### src/rtl/prio_irq_pkg.sv
package prio_irq_pkg;

    localparam int LVL_W = 3;

    typedef logic [LVL_W-1:0] level_t;

    // All-ones level switches a source off
    localparam level_t LVL_OFF = '1;

endpackage

### src/rtl/irq_cfg_regs.sv
module irq_cfg_regs
    import prio_irq_pkg::*;
#(
    parameter int NUM_SRC = 5,
    parameter int ADDR_W  = 3
) (
    input  logic                             clk,
    input  logic                             rst_n,
    input  logic                             wr_en_i,
    input  logic [ADDR_W-1:0]                wr_addr_i,
    input  level_t                           wr_data_i,
    output logic [NUM_SRC-1:0][LVL_W-1:0]    lvl_o,
    output level_t                           mask_o,
    output logic                             en_o
);

    localparam logic [ADDR_W-1:0] MASK_ADDR = ADDR_W'(NUM_SRC);
    localparam logic [ADDR_W-1:0] EN_ADDR   = ADDR_W'(NUM_SRC + 1);

    typedef struct packed {
        logic [NUM_SRC-1:0][LVL_W-1:0] lvl;
        level_t                        mask;
        logic                          en;
    } cfg_t;

    cfg_t cfg_d, cfg_q;

    always_comb begin
        cfg_d = cfg_q;
        if (wr_en_i) begin
            for (int k = 0; k < NUM_SRC; k++) begin
                if (wr_addr_i == ADDR_W'(k)) begin
                    cfg_d.lvl[k] = wr_data_i;
                end
            end
            if (wr_addr_i == MASK_ADDR) begin
                cfg_d.mask = wr_data_i;
            end
            if (wr_addr_i == EN_ADDR) begin
                cfg_d.en = wr_data_i[0];
            end
        end
    end

    always_ff @(posedge clk or negedge rst_n) begin
        if (!rst_n) begin
            for (int k = 0; k < NUM_SRC; k++) begin
                cfg_q.lvl[k] <= LVL_OFF;
            end
            cfg_q.mask <= '0;
            cfg_q.en   <= 1'b0;
        end else begin
            cfg_q <= cfg_d;
        end
    end

    assign lvl_o  = cfg_q.lvl;
    assign mask_o = cfg_q.mask;
    assign en_o   = cfg_q.en;

endmodule

### src/rtl/irq_level_pick.sv
module irq_level_pick
    import prio_irq_pkg::*;
#(
    parameter int NUM_SRC = 5,
    parameter int IDX_W   = 3
) (
    input  logic [NUM_SRC-1:0]               req_i,
    input  logic [NUM_SRC-1:0][LVL_W-1:0]    lvl_i,
    output logic                             valid_o,
    output logic [IDX_W-1:0]                 idx_o,
    output level_t                           lvl_o
);

    // Scan from index 0 upward; a later source replaces the running best
    // only with a strictly lower level, so ties keep the lower index.
    logic   [NUM_SRC:0] run_v;
    level_t             run_l [NUM_SRC+1];
    logic   [IDX_W-1:0] run_i [NUM_SRC+1];

    assign run_v[0] = 1'b0;
    assign run_l[0] = LVL_OFF;
    assign run_i[0] = '0;

    for (genvar g = 0; g < NUM_SRC; g++) begin : g_scan
        logic cand_ok;
        logic take;
        assign cand_ok = req_i[g] && (lvl_i[g] != LVL_OFF);
        assign take    = cand_ok && (!run_v[g] || (lvl_i[g] < run_l[g]));
        assign run_v[g+1] = run_v[g] | cand_ok;
        assign run_l[g+1] = take ? lvl_i[g] : run_l[g];
        assign run_i[g+1] = take ? IDX_W'(g) : run_i[g];
    end

    assign valid_o = run_v[NUM_SRC];
    assign idx_o   = run_i[NUM_SRC];
    assign lvl_o   = run_l[NUM_SRC];

endmodule

### src/rtl/irq_accept.sv
module irq_accept
    import prio_irq_pkg::*;
(
    input  logic   valid_i,
    input  level_t lvl_i,
    input  level_t mask_i,
    input  logic   en_i,
    output logic   accept_o
);

    assign accept_o = valid_i && en_i && (lvl_i < mask_i);

endmodule

### src/rtl/prio_irq_arbiter.sv
module prio_irq_arbiter
    import prio_irq_pkg::*;
#(
    parameter int NUM_SRC = 5,
    parameter int ADDR_W  = $clog2(NUM_SRC + 2),
    parameter int IDX_W   = (NUM_SRC > 1) ? $clog2(NUM_SRC) : 1
) (
    input  logic                clk,
    input  logic                rst_n,
    input  logic [NUM_SRC-1:0]  req_i,
    input  logic                wr_en_i,
    input  logic [ADDR_W-1:0]   wr_addr_i,
    input  logic [LVL_W-1:0]    wr_data_i,
    output logic                irq_o,
    output logic                win_valid_o,
    output logic [IDX_W-1:0]    win_idx_o,
    output logic [LVL_W-1:0]    win_lvl_o
);

    typedef struct packed {
        logic             irq;
        logic             valid;
        logic [IDX_W-1:0] idx;
        level_t           lvl;
    } res_t;

    logic [NUM_SRC-1:0][LVL_W-1:0] cfg_lvl;
    level_t                        cfg_mask;
    logic                          cfg_en;

    logic             pick_valid;
    logic [IDX_W-1:0] pick_idx;
    level_t           pick_lvl;
    logic             pick_accept;

    res_t res_d, res_q;

    irq_cfg_regs #(
        .NUM_SRC (NUM_SRC),
        .ADDR_W  (ADDR_W)
    ) u_cfg (
        .clk       (clk),
        .rst_n     (rst_n),
        .wr_en_i   (wr_en_i),
        .wr_addr_i (wr_addr_i),
        .wr_data_i (wr_data_i),
        .lvl_o     (cfg_lvl),
        .mask_o    (cfg_mask),
        .en_o      (cfg_en)
    );

    irq_level_pick #(
        .NUM_SRC (NUM_SRC),
        .IDX_W   (IDX_W)
    ) u_pick (
        .req_i   (req_i),
        .lvl_i   (cfg_lvl),
        .valid_o (pick_valid),
        .idx_o   (pick_idx),
        .lvl_o   (pick_lvl)
    );

    irq_accept u_acc (
        .valid_i  (pick_valid),
        .lvl_i    (pick_lvl),
        .mask_i   (cfg_mask),
        .en_i     (cfg_en),
        .accept_o (pick_accept)
    );

    always_comb begin
        res_d       = res_q;
        res_d.valid = pick_valid;
        res_d.irq   = pick_accept;
        res_d.idx   = pick_valid ? pick_idx : '0;
        res_d.lvl   = pick_valid ? pick_lvl : LVL_OFF;
    end

    always_ff @(posedge clk or negedge rst_n) begin
        if (!rst_n) begin
            res_q.irq   <= 1'b0;
            res_q.valid <= 1'b0;
            res_q.idx   <= '0;
            res_q.lvl   <= LVL_OFF;
        end else begin
            res_q <= res_d;
        end
    end

    assign irq_o       = res_q.irq;
    assign win_valid_o = res_q.valid;
    assign win_idx_o   = res_q.idx;
    assign win_lvl_o   = res_q.lvl;

endmodule

### config.mk
export PLATFORM = sky130hd
export DESIGN_NAME = prio_irq_arbiter
export DESIGN_NICKNAME = d
export VERILOG_FILES = /design/src/rtl/prio_irq_pkg.sv /design/src/rtl/irq_cfg_regs.sv /design/src/rtl/irq_level_pick.sv /design/src/rtl/irq_accept.sv /design/src/rtl/prio_irq_arbiter.sv
export SDC_FILE = /design/constraint.sdc
export NUM_CORES = 1
export LEC_CHECK = 0
export BUFFER_PORTS_ARGS = -buffer_cell sky130_fd_sc_hd__buf_2
export CAP_MARGIN = 10
export CORE_ASPECT_RATIO = 0.5
export CORE_UTILIZATION = 53
export DETAILED_ROUTE_END_ITERATION = 8
export PLACE_DENSITY = 0.85
export REMOVE_ABC_BUFFERS = 1
export SYNTH_ARGS = -nofsm -noshare
export SYNTH_HDL_FRONTEND = slang
export SYNTH_SLANG_ARGS = --single-unit
### constraint.sdc
create_clock -name clk -period 9.4 [get_ports clk]
set_input_delay 0.94 -clock clk [delete_from_list [all_inputs] [get_ports clk]]
set_output_delay 0.94 -clock clk [all_outputs]
set_load 0.05 [all_outputs]
==> results.yml, run 1 <==
job:
  drv_cap: 0
timing:
  min_period_ns: 5.57
  max_clock_freq_ghz: 0.179
  hold_viol: 0
  timing.final.crit_share_pct: 59.3
  relSlewSlack_pct: 62.7
  rsz0062_at_grt: "no"
  worstMarginPinSlew_ns: 0.559
  slew_violations: 0
  finalSetupViolations: 0
  fin_worst_skew_ns: 0.00369
  timing.setup.tns_ns: 0
  whs_ns: 0.521
pwr:
  p_sw_share_pct: 44.4
  sequentialPowerShare_pct: 35.7
  power.density_nw_per_um2: 253
  comb_power_share_pct: 52.7
  p_switching_mw: 0.243
  peakVddDrop_uv: 166
  intPower_mw: 0.305
  leakagePower_nw: 0.901
  clkPwrFrac_pct: 11.6
worst_setup_path:
  path_class: "primary input to register"
  max_stage_delay_ns: 0.43
  crit_fanout: 11
  cp.required_ns: 9.62
  startpoint: "req_i[0]"
  r2r_setup_slack_ns: 4.15
  arrival_ns: 5.79
  reg2reg_depth: 21
  slowest_stage: "o31ai_1"
  cp-start-kind: "primary input"
  rr_startpoint: "u_cfg.lvl_o[2]"
  crit_end: "irq_o"
  path_cells: "buf_2 > nor2b_1 > ha_1 > o21ai_0 > o31ai_1 > mux2_2 > o31ai_1 > nand3_1 > mux2_4 > nand2_1 > mux2i_1 > ha_1 > o21ai_0 > a21oi_1 > nor2_1 > a21oi_4 > mux2i_1 > ha_1 > nor2b_1 > o21ai_0 > and4b_1 > o31a_1"
  timing.rr.end: "irq_o"
  end_kind: "register"
yosys:
  yosysWarnings: 0
  synth_top_area_share_pct: 24.2
  synth_seq_cells: 27
  synth.area.top_cells: "dfstp_2, dfrtp_1, mux2_2"
  ys_async_sr_fraction_pct: 100
  synthCells: 199
  synth_edf_count: 0
  synth_top_flop_cell: "dfstp_2"
  avgSynthCellArea_um2: 9.84
  synth.distinct_cells: 58
  synth_seq_area_share_pct: 35.7
  yosysTopAreaCell: "dfstp_2"
  syn_area_um2: 1960
detailed_routing:
  drtIter0Drc: 109
  postRouteAntennaNets: 0
  drt-vias-per-instance: 5.97
  first_pass_iters: 4
  vias: 1629
  wl_per_cell_um: 15.8
  wirelength_um: 4300
  drc: 0
global_routing:
  grt_start_max_net_pins: 28
  grt_pass1_vias: 1520
  grt_pass1_wl_um: 6870
  overflow: 0
  track_usage_pct: 23.5
  grt_antenna_before_repair: 0
clocking:
  cts_resized: 0
  cts_sinks: 27
  hold_buffers: 0
  cts_setup_buffers: 0
  root_buffer: "clkbuf_8"
  cts_tree: "built"
  h-tree-depth: 1
  numCtsBuffers: 3
  insertion_delay_ns: 0.27
  clk_path_buf_depth: 2
  path_clk_slew_ns: 0.08
place:
  place_area_um2: 2120
  dp.final_hpwl_um: 3370
  gp_congestion: 0.909
  portBuffers: 21
status:
  status: "finished, final reports clean"
final_layout:
  n_antenna_cell: 0
  area_growth_syn_to_layout_pct: 10.4
  stdcell_area_um2: 2160
  drive_above_1_share_pct: 34.2
  nets: 242
floorplanning:
  initial_core_util_pct: 56.1
  core_area_um2: 3490
  die_y_um: 45.0
  die_x_um: 88.0
  num_rows: 15
  io_pins: 22
  die_area_um2: 3960
hold_path:
  min_path_type: "register to register"
==> cells by family (layout without fill, tap and decap cells) <==
kind of cell    after synthesis  in the layout  synth area share [%]
flops                        27             27                  35.7
simple gates                 71             71                  20.7
compound gates               60             60                  24.7
fa+ha+maj                     5              5                  3.19
mux                          23             23                  13.1
buf+inv                      13             36                  2.62
==> critical path: cells and delay by family <==
family	cells	cell delay, ns
fa+ha+maj	3	0.82
simple gates	6	0.88
mux	4	1.28
buf+inv	1	0.16
compound gates	8	1.69
==> synth_stat cells, types with 3 or more instances <==
library cell,count
nand4b_1,3
a21boi_0,5
o21ai_0,11
nand2_1,21
nor3_1,4
a21oi_1,7
dfstp_2,18
mux2i_1,5
mux2_2,17
inv_1,10
nor2b_1,4
nand3_1,7
dfrtp_1,9
nand2b_1,7
nor2_1,9
nor3b_1,3
ha_1,5
o31ai_1,4
==> cells in the final DEF, fill, tap and decap left out, drive strengths merged, types with 3 or more instances in the layout <==
master | netlist | final
nand2 | 21 | 21
ha | 5 | 5
nand4b | 3 | 3
nand3 | 8 | 8
a21o | 3 | 3
mux2i | 5 | 5
mux2 | 18 | 18
inv | 11 | 11
nor3 | 4 | 4
dfrtp | 9 | 9
nand2b | 8 | 8
nor2 | 9 | 9
nor3b | 4 | 4
buf | 2 | 21
a21oi | 10 | 10
dfstp | 18 | 18
clkbuf | 0 | 4
o21ai | 13 | 13
nor2b | 4 | 4
o31ai | 5 | 5
a21boi | 7 | 7
==> metal layers <==
metal | vias to the layer above | wire [um] | track usage [%]
met5 | - | 0 | 0
met1 | 756 | 1960 | 31.2
met3 | 11 | 255 | 4.02
met4 | 0 | 87 | 10.2
li1 | 797 | - | -
met2 | 65 | 2000 | 38.9
==> area by class of cell <==
cell class	count	area (um2)
fillers	276	1330
repair buffers	21	105
inverters	11	41.3
multi-input cells	159	1210
flip-flops and latches	27	698
well taps	51	63.8
clock buffers	4	45.0
==> power groups by stage <==
stage               Combinational [mW]  Sequential (mW)  Clock, mW
floorplan                        0.177            0.239          0
global placement                 0.278            0.195          0
detailed placement               0.286            0.196          0
CTS                              0.288            0.194     0.0661
global route                     0.312            0.200     0.0711
finish                           0.289            0.195     0.0636
==> state kept, by name (all words and copies together) (netlist names) <==
name,cells
u_cfg.lvl_o,15
u_cfg.mask_o,3
win_idx_o,3
win_lvl_o,3
irq_o,1
u_cfg.en_o,1
win_valid_o,1
==> how the worst min path moves through the flow <==
stage	start	to	slack, ns	depth (start not counted)
final	u_cfg.mask_o[2]	u_cfg.mask_o[2]	0.52	1
after global routing	u_cfg.mask_o[2]	u_cfg.mask_o[2]	0.54	1
after CTS	u_cfg.mask_o[2]	u_cfg.mask_o[2]	0.52	1
after detailed placement	u_cfg.mask_o[2]	u_cfg.mask_o[2]	0.51	1
after global placement	u_cfg.mask_o[1]	u_cfg.mask_o[1]	0.49	1
after floorplan	u_cfg.en_o	u_cfg.en_o	0.47	1
==> metrics by stage <==
step / utilization [%] / setup WS (ns) / total power [mW] / cells
after floorplan: - / 4.34 / 0.417 / 197
after global placement: 60.6 / 3.80 / 0.473 / 269
after detailed placement: 60.6 / 3.63 / 0.482 / 269
after CTS: 61.9 / 3.89 / 0.548 / 273
after global routing: 61.9 / 3.39 / 0.583 / 273
final: 61.9 / 3.83 / 0.548 / 273
Note: power is estimated with default switching activity, not from simulation.
==> run 2: changes to the inputs <==
ABC_AREA = 1   (was not set)
CORE_UTILIZATION = 51   (was 53)
PLACE_DENSITY = 0.87   (was 0.85)
clock period = 4.5 ns   (was 9.4 ns; I/O delays follow)
==> run 2 against run 1 <==
- via count shrank 11%
- sequential power increased by 90%
- first-iteration DRC count is 9.2% higher
- critical path depth is 15 higher
- setup slack worse by 3.5 ns
- core utilization down 0.47 points
- die area is 11% lower
- synthesized cell count rose by 12%
- final area is 13% lower
- count of clock-buffer cells in the layout decreased by 1
- critical path type is now register to register
- hold slack worse by 0.39 ns
- sequential share of layout area grew 4.8 points
==> results.yml, run 2 <==
status:
  status: "finished, final reports clean"
global_routing:
  grt_antenna_before_repair: 0
  use_met1_pct: 27.1
  track_usage_pct: 21.7
  grtUsageMet3_pct: 4.92
  grt_pass1_vias: 1413
  overflow: 0
  grt_use_met2_pct: 38.4
  grt_pass1_wl_um: 6020
  top_usage_layer: "met2"
  grt_start_max_net_pins: 28
worst_setup_path:
  timing.rr.end: "irq_o"
  reg2reg_depth: 37
  cp-start-kind: "register"
  path_common_cell: "nand2_1"
  crit_end: "irq_o"
  max_stage_delay_ns: 0.56
  slowest_stage: "dfstp_2"
  startpoint: "u_cfg.lvl_o[2]"
  crit_fanout: 9
  r2r_setup_slack_ns: 0.37
  arrival_ns: 4.34
  cp.required_ns: 4.71
  end_kind: "register"
  path_class: "register to register"
  rr_startpoint: "u_cfg.lvl_o[2]"
clocking:
  cts_setup_buffers: 0
  root_buffer: "clkbuf_8"
  numCtsBuffers: 3
  hold_buffers: 0
  cts_tree: "built"
  cts_resized: 0
  path_clk_slew_ns: 0.10
  clk_path_buf_depth: 2
  insertion_delay_ns: 0.29
  cts_sinks: 27
  h-tree-depth: 1
final_layout:
  fin_util_pct: 61.5
  largest_register_ffs: 15
  drive_above_1_share_pct: 30.2
  fillers: 252
  nets: 268
  area_growth_syn_to_layout_pct: 12.6
  n_antenna_cell: 0
  layout_common_cells: "nand2_1, inv_1, buf_2, nand3_1"
  final_common_cell: "nand2_1"
timing:
  finalSetupViolations: 0
  fin_worst_skew_ns: 0.0169
  hold_viol: 0
  timing.final.crit_share_pct: 91.8
  rsz0062_at_grt: "no"
  worstMarginPinSlew_ns: 0.568
  slew_violations: 0
  timing.setup.tns_ns: 0
  max_clock_freq_ghz: 0.242
  min_period_ns: 4.13
  relSlewSlack_pct: 62.1
yosys:
  ys_async_sr_fraction_pct: 100
  ys_top_cells_by_count: "nand2_1, inv_1, nand3_1, o21ai_0, dfstp_2"
  avgSynthCellArea_um2: 7.50
  yosysWarnings: 0
  synth_top_flop_cell: "dfstp_2"
  synth_seq_cells: 27
  synth_edf_count: 0
  synthCells: 223
  yosysTopAreaCell: "dfstp_2"
  synth.distinct_cells: 21
  synth.most_common_cell: "nand2_1"
  synth_top_area_share_pct: 28.3
  syn_area_um2: 1670
  synth.area.top_cells: "dfstp_2, dfrtp_1, nand2_1"
  synth_seq_area_share_pct: 41.7
hold_path:
  min_path_type: "primary input to asynchronous set/reset pin"
pwr:
  sequentialPowerShare_pct: 37.9
  power.density_nw_per_um2: 518
  p_sw_share_pct: 45.2
  peakVddDrop_uv: 315
  leakagePower_nw: 1.01
  p_switching_mw: 0.442
  clkPwrFrac_pct: 14.8
  comb_power_share_pct: 47.4
  intPower_mw: 0.535
place:
  portBuffers: 21
  dp.final_hpwl_um: 2670
  gp_congestion: 0.850
floorplanning:
  io_pins: 22
  die_area_um2: 3530
  core_area_um2: 3070
  die_x_um: 83.0
  die_y_um: 42.5
  num_rows: 14
  initial_core_util_pct: 54.6
detailed_routing:
  postRouteAntennaNets: 0
  drt-vias-per-instance: 5.01
  vias: 1442
  wirelength_um: 3390
  drc: 0
  drtIter0Drc: 119
  first_pass_iters: 4
  wl_per_cell_um: 11.8
job:
  drv_cap: 0
[run 2: cell count changes after synthesis, moves of 7 or more]
cell,change
nand2_1,+38
inv_1,+30
mux2_2,-17
nand3_1,+13
nand2_2,+11
o21ai_0,+9
nand2_4,+7
nand2b_1,-7
[run 2: cell families after synthesis]
| family | share of synthesized area (%) |
|---|---|
| compound gates | 11.4 |
| fa+ha+maj | 3.74 |
| buf+inv | 10.2 |
| flops | 41.7 |
| simple gates | 32.9 |
[run 2: power groups by stage]
stage / Combinational (mW) / Sequential, mW / Clock, mW
floorplan: 0.264 / 0.465 / 0
global placement: 0.438 / 0.368 / 0
detailed placement: 0.457 / 0.373 / 0
CTS: 0.458 / 0.369 / 0.144
global route: 0.515 / 0.377 / 0.156
finish: 0.463 / 0.370 / 0.144
[run 2: per-layer routing]
layer / up-vias / share of wire (%)
met3: 4 / 4.7
met4: 0 / 0.80
li1: 746 / -
met2: 31 / 48
met5: - / 0
met1: 661 / 47
[run 2: how the worst min path moves through the flow]
stage / slack, ns / cells after the start / end / start
floorplan: 0.15 / 0 / irq_o / rst_n
global placement: 0.47 / 1 / win_idx_o[0] / rst_n
detailed placement: 0.48 / 1 / win_idx_o[2] / rst_n
CTS: 0.17 / 1 / win_idx_o[2] / rst_n
global route: 0.18 / 1 / win_idx_o[2] / rst_n
finish: 0.14 / 1 / win_idx_o[2] / rst_n
[run 2: worst max-delay path: cells and delay by family (launching register included)]
family | cells | cell delay, ns
adders and majority gates | 3 | 0.79
DFF | 1 | 0.56
and+or+nand+nor | 25 | 1.83
AOI/OAI and AO/OA | 4 | 0.45
buffers and inverters | 5 | 0.37
[run 2: through the flow]
step	hold WS (ns)	std cells	power, mW	area (um2)	worst slack, ns
6_report	0.136	288	0.977	1880	0.370
4_1_cts	0.173	288	0.971	1880	0.215
2_1_floorplan	0.154	223	0.729	1670	0.781
5_1_grt	0.183	288	1.05	1880	0.0244
3_3_place_gp	0.471	284	0.807	1830	0.366
3_5_place_dp	0.482	284	0.829	1830	0.134
[run 2: cell type report]
cell class              instances  area [um2]  area share [%]
inverters                      45         171            9.10
clock inverters                 1        7.51           0.398
multi-input cells             151         811            43.0
well taps                      40        50.0            2.66
repair buffers                 21         105            5.58
clock buffers                   3        41.3            2.19
flip-flops and latches         27         698            37.1
